--- src/rtl/dma_chan_pkg.sv ---
package dma_chan_pkg;

  typedef enum logic [1:0] {
    XS_IDLE = 2'd0,
    XS_READ = 2'd1,
    XS_WRITE = 2'd2
  } xfer_state_t;

  localparam int unsigned REG_AW = 3;

  localparam logic [REG_AW-1:0] RA_CTRL  = 3'd0;
  localparam logic [REG_AW-1:0] RA_SRC   = 3'd1;
  localparam logic [REG_AW-1:0] RA_DST   = 3'd2;
  localparam logic [REG_AW-1:0] RA_RLD   = 3'd3;
  localparam logic [REG_AW-1:0] RA_FLAG  = 3'd4;
  localparam logic [REG_AW-1:0] RA_CNT   = 3'd5;
  localparam logic [REG_AW-1:0] RA_FWD   = 3'd6;
  localparam logic [REG_AW-1:0] RA_SWTRG = 3'd7;

  localparam int unsigned CB_EN   = 0;
  localparam int unsigned CB_RPT  = 1;
  localparam int unsigned CB_FDST = 2;
  localparam int unsigned CB_SEL  = 8;

endpackage

--- src/rtl/dma_chan_trig.sv ---
module dma_chan_trig #(
  parameter int unsigned NREQ  = 7,
  parameter int unsigned SEL_W = 3
) (
  input  logic            clk,
  input  logic            rst_n,
  input  logic [NREQ-1:0] req_in,
  input  logic            sw_pulse,
  input  logic [SEL_W-1:0] sel,
  input  logic            hw_clr,
  input  logic            sw_clr,
  output logic            flag_q
);
  localparam int unsigned NSRC = NREQ + 1;

  logic [NSRC-1:0] src_vec;
  logic            line;
  logic            line_prev_q;
  logic            rise;

  assign src_vec = {sw_pulse, req_in};

  always_comb begin
    line = 1'b0;
    for (int i = 0; i < NSRC; i++) begin
      if (sel == SEL_W'(i)) line = src_vec[i];
    end
  end

  assign rise = line & ~line_prev_q;

  always_ff @(posedge clk or negedge rst_n) begin
    if (!rst_n) begin
      line_prev_q <= 1'b0;
      flag_q      <= 1'b0;
    end else begin
      line_prev_q <= line;
      if (rise) flag_q <= 1'b1;
      else if (hw_clr || sw_clr) flag_q <= 1'b0;
    end
  end

endmodule

--- src/rtl/dma_chan_regs.sv ---
module dma_chan_regs
  import dma_chan_pkg::*;
#(
  parameter int unsigned REG_W  = 16,
  parameter int unsigned ADDR_W = 16,
  parameter int unsigned CNT_W  = 16,
  parameter int unsigned SEL_W  = 3
) (
  input  logic              clk,
  input  logic              rst_n,
  input  logic              cfg_wr,
  input  logic [REG_AW-1:0] cfg_addr,
  input  logic [REG_W-1:0]  cfg_wdata,
  output logic [REG_W-1:0]  cfg_rdata,
  input  logic              start,
  input  logic              single_done,
  input  logic              flag,
  input  logic [CNT_W-1:0]  cnt,
  input  logic [ADDR_W-1:0] fwd,
  output logic              en_q,
  output logic              rpt_q,
  output logic              fdst_q,
  output logic [SEL_W-1:0]  sel_q,
  output logic [ADDR_W-1:0] src_q,
  output logic [ADDR_W-1:0] dst_q,
  output logic [CNT_W-1:0]  rld_q,
  output logic              pend_q,
  output logic              sw_pulse,
  output logic              sw_clr
);
  logic wr_ctrl;
  logic unused_wdata;

  assign wr_ctrl  = cfg_wr && (cfg_addr == RA_CTRL);
  assign sw_pulse = cfg_wr && (cfg_addr == RA_SWTRG) && cfg_wdata[0];
  assign sw_clr   = cfg_wr && (cfg_addr == RA_FLAG) && !cfg_wdata[0];
  assign unused_wdata = ^cfg_wdata;

  always_ff @(posedge clk or negedge rst_n) begin
    if (!rst_n) begin
      en_q   <= 1'b0;
      rpt_q  <= 1'b0;
      fdst_q <= 1'b0;
      sel_q  <= '0;
      src_q  <= '0;
      dst_q  <= '0;
      rld_q  <= '0;
      pend_q <= 1'b0;
    end else begin
      if (wr_ctrl) begin
        en_q   <= cfg_wdata[CB_EN];
        rpt_q  <= cfg_wdata[CB_RPT];
        fdst_q <= cfg_wdata[CB_FDST];
        sel_q  <= cfg_wdata[CB_SEL +: SEL_W];
      end else if (single_done) begin
        en_q <= 1'b0;
      end
      if (wr_ctrl && cfg_wdata[CB_EN]) pend_q <= 1'b1;
      else if (start) pend_q <= 1'b0;
      if (cfg_wr && cfg_addr == RA_SRC) src_q <= cfg_wdata[ADDR_W-1:0];
      if (cfg_wr && cfg_addr == RA_DST) dst_q <= cfg_wdata[ADDR_W-1:0];
      if (cfg_wr && cfg_addr == RA_RLD) rld_q <= cfg_wdata[CNT_W-1:0];
    end
  end

  always_comb begin
    cfg_rdata = '0;
    case (cfg_addr)
      RA_CTRL: begin
        cfg_rdata[CB_EN]           = en_q;
        cfg_rdata[CB_RPT]          = rpt_q;
        cfg_rdata[CB_FDST]         = fdst_q;
        cfg_rdata[CB_SEL +: SEL_W] = sel_q;
      end
      RA_SRC:  cfg_rdata = REG_W'(src_q);
      RA_DST:  cfg_rdata = REG_W'(dst_q);
      RA_RLD:  cfg_rdata = REG_W'(rld_q);
      RA_FLAG: cfg_rdata = REG_W'(flag);
      RA_CNT:  cfg_rdata = REG_W'(cnt);
      RA_FWD:  cfg_rdata = REG_W'(fwd);
      default: cfg_rdata = '0;
    endcase
  end

endmodule

--- src/rtl/dma_chan_engine.sv ---
module dma_chan_engine
  import dma_chan_pkg::*;
#(
  parameter int unsigned ADDR_W = 16,
  parameter int unsigned DATA_W = 16,
  parameter int unsigned CNT_W  = 16
) (
  input  logic              clk,
  input  logic              rst_n,
  input  logic              en,
  input  logic              rpt,
  input  logic              fdst,
  input  logic              flag,
  input  logic              pend,
  input  logic [ADDR_W-1:0] src,
  input  logic [ADDR_W-1:0] dst,
  input  logic [CNT_W-1:0]  rld,
  output logic              start,
  output logic              single_done,
  output logic [CNT_W-1:0]  cnt_q,
  output logic [ADDR_W-1:0] fwd_q,
  output logic              mem_valid,
  input  logic              mem_ready,
  output logic              mem_we,
  output logic [ADDR_W-1:0] mem_addr,
  output logic [DATA_W-1:0] mem_wdata,
  input  logic [DATA_W-1:0] mem_rdata
);
  xfer_state_t       st_q;
  logic [DATA_W-1:0] data_q;
  logic [ADDR_W-1:0] base;
  logic              wr_done;
  logic              underflow;

  assign base        = fdst ? dst : src;
  assign start       = (st_q == XS_IDLE) && en && flag;
  assign wr_done     = (st_q == XS_WRITE) && mem_ready;
  assign underflow   = (cnt_q == '0);
  assign single_done = wr_done && underflow && !rpt;

  assign mem_valid = (st_q != XS_IDLE);
  assign mem_we    = (st_q == XS_WRITE);
  assign mem_wdata = data_q;

  always_comb begin
    if (st_q == XS_WRITE) mem_addr = fdst ? fwd_q : dst;
    else                  mem_addr = fdst ? src : fwd_q;
  end

  always_ff @(posedge clk or negedge rst_n) begin
    if (!rst_n) begin
      st_q   <= XS_IDLE;
      data_q <= '0;
      cnt_q  <= '0;
      fwd_q  <= '0;
    end else begin
      case (st_q)
        XS_IDLE: begin
          if (start) begin
            st_q <= XS_READ;
            if (pend) begin
              fwd_q <= base;
              cnt_q <= rld;
            end
          end
        end
        XS_READ: begin
          if (mem_ready) begin
            data_q <= mem_rdata;
            st_q   <= XS_WRITE;
          end
        end
        XS_WRITE: begin
          if (mem_ready) begin
            st_q <= XS_IDLE;
            if (underflow && rpt) begin
              fwd_q <= base;
              cnt_q <= rld;
            end else begin
              fwd_q <= fwd_q + ADDR_W'(1);
              cnt_q <= cnt_q - CNT_W'(1);
            end
          end
        end
        default: st_q <= XS_IDLE;
      endcase
    end
  end

endmodule

--- src/rtl/dma_chan.sv ---
module dma_chan
  import dma_chan_pkg::*;
#(
  parameter int unsigned NREQ   = 7,
  parameter int unsigned ADDR_W = 16,
  parameter int unsigned DATA_W = 16,
  parameter int unsigned CNT_W  = 16,
  parameter int unsigned REG_W  = 16
) (
  input  logic              clk,
  input  logic              rst_n,
  input  logic              cfg_wr,
  input  logic [2:0]        cfg_addr,
  input  logic [REG_W-1:0]  cfg_wdata,
  output logic [REG_W-1:0]  cfg_rdata,
  input  logic [NREQ-1:0]   req_in,
  output logic              mem_valid,
  input  logic              mem_ready,
  output logic              mem_we,
  output logic [ADDR_W-1:0] mem_addr,
  output logic [DATA_W-1:0] mem_wdata,
  input  logic [DATA_W-1:0] mem_rdata
);
  localparam int unsigned SEL_W = $clog2(NREQ + 1);

  logic              en_q, rpt_q, fdst_q, pend_q, flag_q;
  logic              start, single_done, sw_pulse, sw_clr;
  logic [SEL_W-1:0]  sel_q;
  logic [ADDR_W-1:0] src_q, dst_q, fwd_q;
  logic [CNT_W-1:0]  rld_q, cnt_q;

  dma_chan_regs #(
    .REG_W(REG_W), .ADDR_W(ADDR_W), .CNT_W(CNT_W), .SEL_W(SEL_W)
  ) i_regs (
    .clk(clk), .rst_n(rst_n),
    .cfg_wr(cfg_wr), .cfg_addr(cfg_addr), .cfg_wdata(cfg_wdata), .cfg_rdata(cfg_rdata),
    .start(start), .single_done(single_done), .flag(flag_q), .cnt(cnt_q), .fwd(fwd_q),
    .en_q(en_q), .rpt_q(rpt_q), .fdst_q(fdst_q), .sel_q(sel_q),
    .src_q(src_q), .dst_q(dst_q), .rld_q(rld_q), .pend_q(pend_q),
    .sw_pulse(sw_pulse), .sw_clr(sw_clr)
  );

  dma_chan_trig #(.NREQ(NREQ), .SEL_W(SEL_W)) i_trig (
    .clk(clk), .rst_n(rst_n), .req_in(req_in), .sw_pulse(sw_pulse), .sel(sel_q),
    .hw_clr(start), .sw_clr(sw_clr), .flag_q(flag_q)
  );

  dma_chan_engine #(.ADDR_W(ADDR_W), .DATA_W(DATA_W), .CNT_W(CNT_W)) i_engine (
    .clk(clk), .rst_n(rst_n),
    .en(en_q), .rpt(rpt_q), .fdst(fdst_q), .flag(flag_q), .pend(pend_q),
    .src(src_q), .dst(dst_q), .rld(rld_q),
    .start(start), .single_done(single_done), .cnt_q(cnt_q), .fwd_q(fwd_q),
    .mem_valid(mem_valid), .mem_ready(mem_ready), .mem_we(mem_we),
    .mem_addr(mem_addr), .mem_wdata(mem_wdata), .mem_rdata(mem_rdata)
  );

endmodule

--- config.mk ---
export PLATFORM = sky130hd
export DESIGN_NAME = dma_chan
export DESIGN_NICKNAME = d
export VERILOG_FILES = /design/src/rtl/dma_chan_pkg.sv /design/src/rtl/dma_chan_trig.sv /design/src/rtl/dma_chan_regs.sv /design/src/rtl/dma_chan_engine.sv /design/src/rtl/dma_chan.sv
export SDC_FILE = /design/constraint.sdc
export NUM_CORES = 1
export LEC_CHECK = 0
export ABC_AREA = 0
export BUFFER_PORTS_ARGS = -buffer_cell sky130_fd_sc_hd__buf_4
export CAP_MARGIN = 20
export CORE_MARGIN = 5
export CORE_UTILIZATION = 58
export CTS_CLUSTER_DIAMETER = 100
export DETAILED_ROUTE_END_ITERATION = 8
export MAX_ROUTING_LAYER = met4
export PLACE_DENSITY_LB_ADDON = 0.08
export SYNTH_ARGS = -nofsm -noshare
export SYNTH_HDL_FRONTEND = slang
export SYNTH_SLANG_ARGS = --single-unit
--- constraint.sdc ---
create_clock -name clk -period 2.5 [get_ports clk]
set_clock_uncertainty 0.2 [all_clocks]
set_input_delay 0.5 -clock clk [delete_from_list [all_inputs] [get_ports clk]]
set_output_delay 0.5 -clock clk [all_outputs]
set_load 0.05 [all_outputs]
==> impl_metrics.csv <==
group,metric,value,unit
worst_setup_path,critPathSlowestCell,"dfrtp_1",
yosys,ys.flop_type,"dfrtp_1",
detailed_routing,drc,0,
floorplanning,core-area,10700,um^2
yosys,asyncSetResetFlopFracSynth,100,%
yosys,synth_area,6280,um^2
timing,finalCritPeriodShare,101,%
grt,grt_pass1_wl,32000,um
timing,period_minus_slack,2530,ps
timing,final-hold-violation-count,0,
worst_setup_path,ff2ff_path_depth,8,
floorplanning,start_util,58.5,%
layout,multi_input_area,3790,um^2
worst_setup_path,cp_data_arrival_time,1830,ps
placement,io_buffers,95,
floorplanning,die_w,114,um
detailed_routing,routedWlPerCell,24.0,um
grt,grt_pass1_vias,5816,
worst_setup_path,path_class,"reg2out",
power,powerDensity,1200,nW/um^2
yosys,ys_warn_count,0,
yosys,netlist_top_cells_count,"dfrtp_1, mux2_2, nor2_1",
cts,cts_htree_levels,3,
outcome,outcome,"finished, violations left",
floorplanning,ios,96,
worst_setup_path,start_kind,"flop",
worst_setup_path,critical_path_required,1800,ps
detailed_routing,vias,5886,
cts,cts-buffers-inserted,9,
worst_setup_path,r2r_start,"i_engine.cnt_q[1]",
yosys,synth.avg_cell_area,10.3,um^2
yosys,syn_inst,607,
yosys,synth_edf_count,0,
yosys,synth.distinct_cells,70,
placement,place_ws,-43.5,ps
power,p_leak,0.00345,uW
detailed_routing,drtPass1Iterations,5,
detailed_routing,via_per_inst,6.72,
cts,insertion_delay,380,ps
min_path,min_path_cells,2,
cts,cts_tree,"yes",
detailed_routing,wl,21100,um
detailed_routing,drt_iter0_markers,643,
layout,antenna_cells,0,
placement,gp_congestion,0.976,
yosys,syn_nets,656,
yosys,ys_seq_elements,107,
yosys,synth_most_common_cell,"dfrtp_1",
timing,worst_slack,-31.4,ps
timing,fmax,0.395,GHz
layout,nets,781,
cts,root_buffer,"clkbuf_8",
layout,seqCellArea,2680,um^2
yosys,synth_top_cell_by_area,"dfrtp_1",
yosys,seq_area_frac_synth,42.6,%
floorplanning,num_rows,38,
worst_setup_path,cp_common_cell,"buf_4",
timing,tightest_slew,602,ps
worst_setup_path,endpoint_kind,"primary output",
timing,relSlewSlack,59.9,%
cts,path_clk_slew,100,ps
cts,clock-sinks,107,
run,max_cap_viol_count,0,
layout,fill_cells,747,
detailed_routing,ant_nets,0,
worst_setup_path,regToRegEndpoint,"i_engine.fwd_q[5]",
floorplanning,dieHeight,114,um
worst_setup_path,r2r_setup_slack,110,ps
grt,grt_use_total,32.7,%
yosys,netlist_top_cells_area,"dfrtp_1, mux2_2, a21oi_1",
timing,rsz0062_at_grt,"true",
timing,finalSetupViolCount,8,
yosys,synth_top_area_share,42.6,%
layout,layout-drive-gt1-share,47.8,%
grt,grt_max_degree,47,
min_path,holdCritStartpoint,"mem_ready",
layout,syn_to_final_growth,31.9,%
outcome,violations,"setup timing",
power,p_total,9960,uW
power,ir_drop,976,uV
cts,cts_buffer_depth,2,
grt,antenna_found_initial,0,
min_path,hold_path.class,"in2reg",
min_path,worstHoldEndpoint,"i_engine.st_q[1]",
timing,maxSlewViolCount,0,
worst_setup_path,path_max_fanout,5,
worst_setup_path,path_cells,"nand2b_4 -> buf_4 -> clkbuf_16 -> buf_4 -> nand2_1 -> a31oi_4 -> buf_6",
grt,grt.overflow.total,0,
floorplanning,die-area,13000,um^2
placement,dp_hpwl,14800,um
worst_setup_path,slowest_delay,420,ps
==> layout make-up <==
class                           instances  area share (%)
Tap cell                              140            2.11
Timing Repair Buffer                  162            17.0
Sequential cell                       107            32.4
Inverter                               10           0.544
Multi-Input combinational cell        442            45.8
Clock inverter                          5           0.665
Clock buffer                           10            1.54
==> state kept, by name, summed over array words and instances (netlist names) <==
name / flops
i_regs.sel_q: 3
i_regs.rld_q: 16
i_regs.rpt_q: 1
i_engine.st_q: 2
i_engine.mem_wdata: 16
i_engine.fwd_q: 16
i_trig.flag_q: 1
i_regs.en_q: 1
i_regs.pend_q: 1
i_regs.fdst_q: 1
i_regs.dst_q: 16
i_engine.cnt_q: 16
i_trig.line_prev_q: 1
i_regs.src_q: 16
==> cells by family after synthesis <==
| logic type | share of synthesized area (%) |
|---|---|
| and+or+nand+nor | 14.4 |
| adders and majority gates | 0.598 |
| AOI/OAI and AO/OA | 17.0 |
| buffers and inverters | 4.32 |
| DFF | 42.6 |
| muxes | 21.0 |
==> worst max-delay path, delay by kind of cell (launching register included) <==
family	cells	cell delay [ps]
buf+inv	4	570
simple gates	2	250
flops	1	420
compound gates	1	200
==> stage by stage <==
stage | area (um^2) | setup TNS [ps] | hold slack [ps] | instances | util (%)
global placement | 7690 | 0 | 174 | 849 | 71.6
detailed placement | 7690 | -152 | 182 | 849 | 71.6
global route | 8280 | -473 | 127 | 876 | 77.1
floorplan | 6560 | -292 | 4.41 | 607 | -
CTS | 8030 | -33.5 | 127 | 866 | 74.7
finish | 8280 | -116 | 139 | 876 | 77.1
==> power by group <==
| part | total [uW] | switching, uW | leakage, uW | internal, uW |
|---|---|---|---|---|
| Sequential | 3240 | 893 | 0.00127 | 2350 |
| Clock | 1060 | 600 | 0.0000881 | 455 |
| Combinational | 5670 | 3330 | 0.00209 | 2330 |
| Total | 9960 | 4830 | 0.00345 | 5140 |
==> cell usage in the layout (no fill, tap or decap), types with 11 or more instances in the layout <==
cell type / synthesis / final
a21oi_4: 0 / 15
a21oi_1: 40 / 25
buf_6: 2 / 19
dfrtp_1: 107 / 104
nand3_1: 18 / 18
nand2_1: 35 / 33
mux2_2: 94 / 94
o22ai_1: 17 / 12
nor3_1: 11 / 11
o21ai_0: 17 / 16
mux2i_1: 17 / 17
nor2_2: 0 / 12
buf_4: 1 / 131
a22oi_1: 15 / 15
nor2_1: 42 / 29
==> repair_timing <==
action / 4_1_cts / 5_1_grt
endpoints found under the hold margin: 13 / 0
pin swaps: 9 / 9
gates resized for setup: 36 / 35
endpoints found under the setup margin: 23 / 31
setup buffers: 0 / 8
gates cloned: 1 / 2
hold buffers: 1 / 0
==> metal layers <==
layer	vias to the layer above	global-route usage (%)	part of all wire, %
li1	2553	-	-
met1	2950	46.0	41
met2	336	48.7	48
met3	47	5.92	9.2
met4	0	10.5	2.6
met5	-	-	0
==> worst max path at each step <==
| stage | from | endpoint | slack, ps | cells past startpoint |
|---|---|---|---|---|
| after global placement | cfg_addr[1] | cfg_rdata[15] | 0.5 | 8 |
| after global routing | i_engine.st_q[0] | mem_addr[5] | -60 | 6 |
| after detailed placement | cfg_addr[1] | cfg_rdata[15] | -40 | 8 |
| after CTS | i_engine.st_q[0] | mem_addr[9] | -20 | 7 |
| final | i_engine.st_q[1] | mem_addr[7] | -30 | 7 |
| after floorplan | i_engine.st_q[0] | mem_addr[2] | -70 | 6 |
Note: power is estimated with default switching activity, not from simulation.
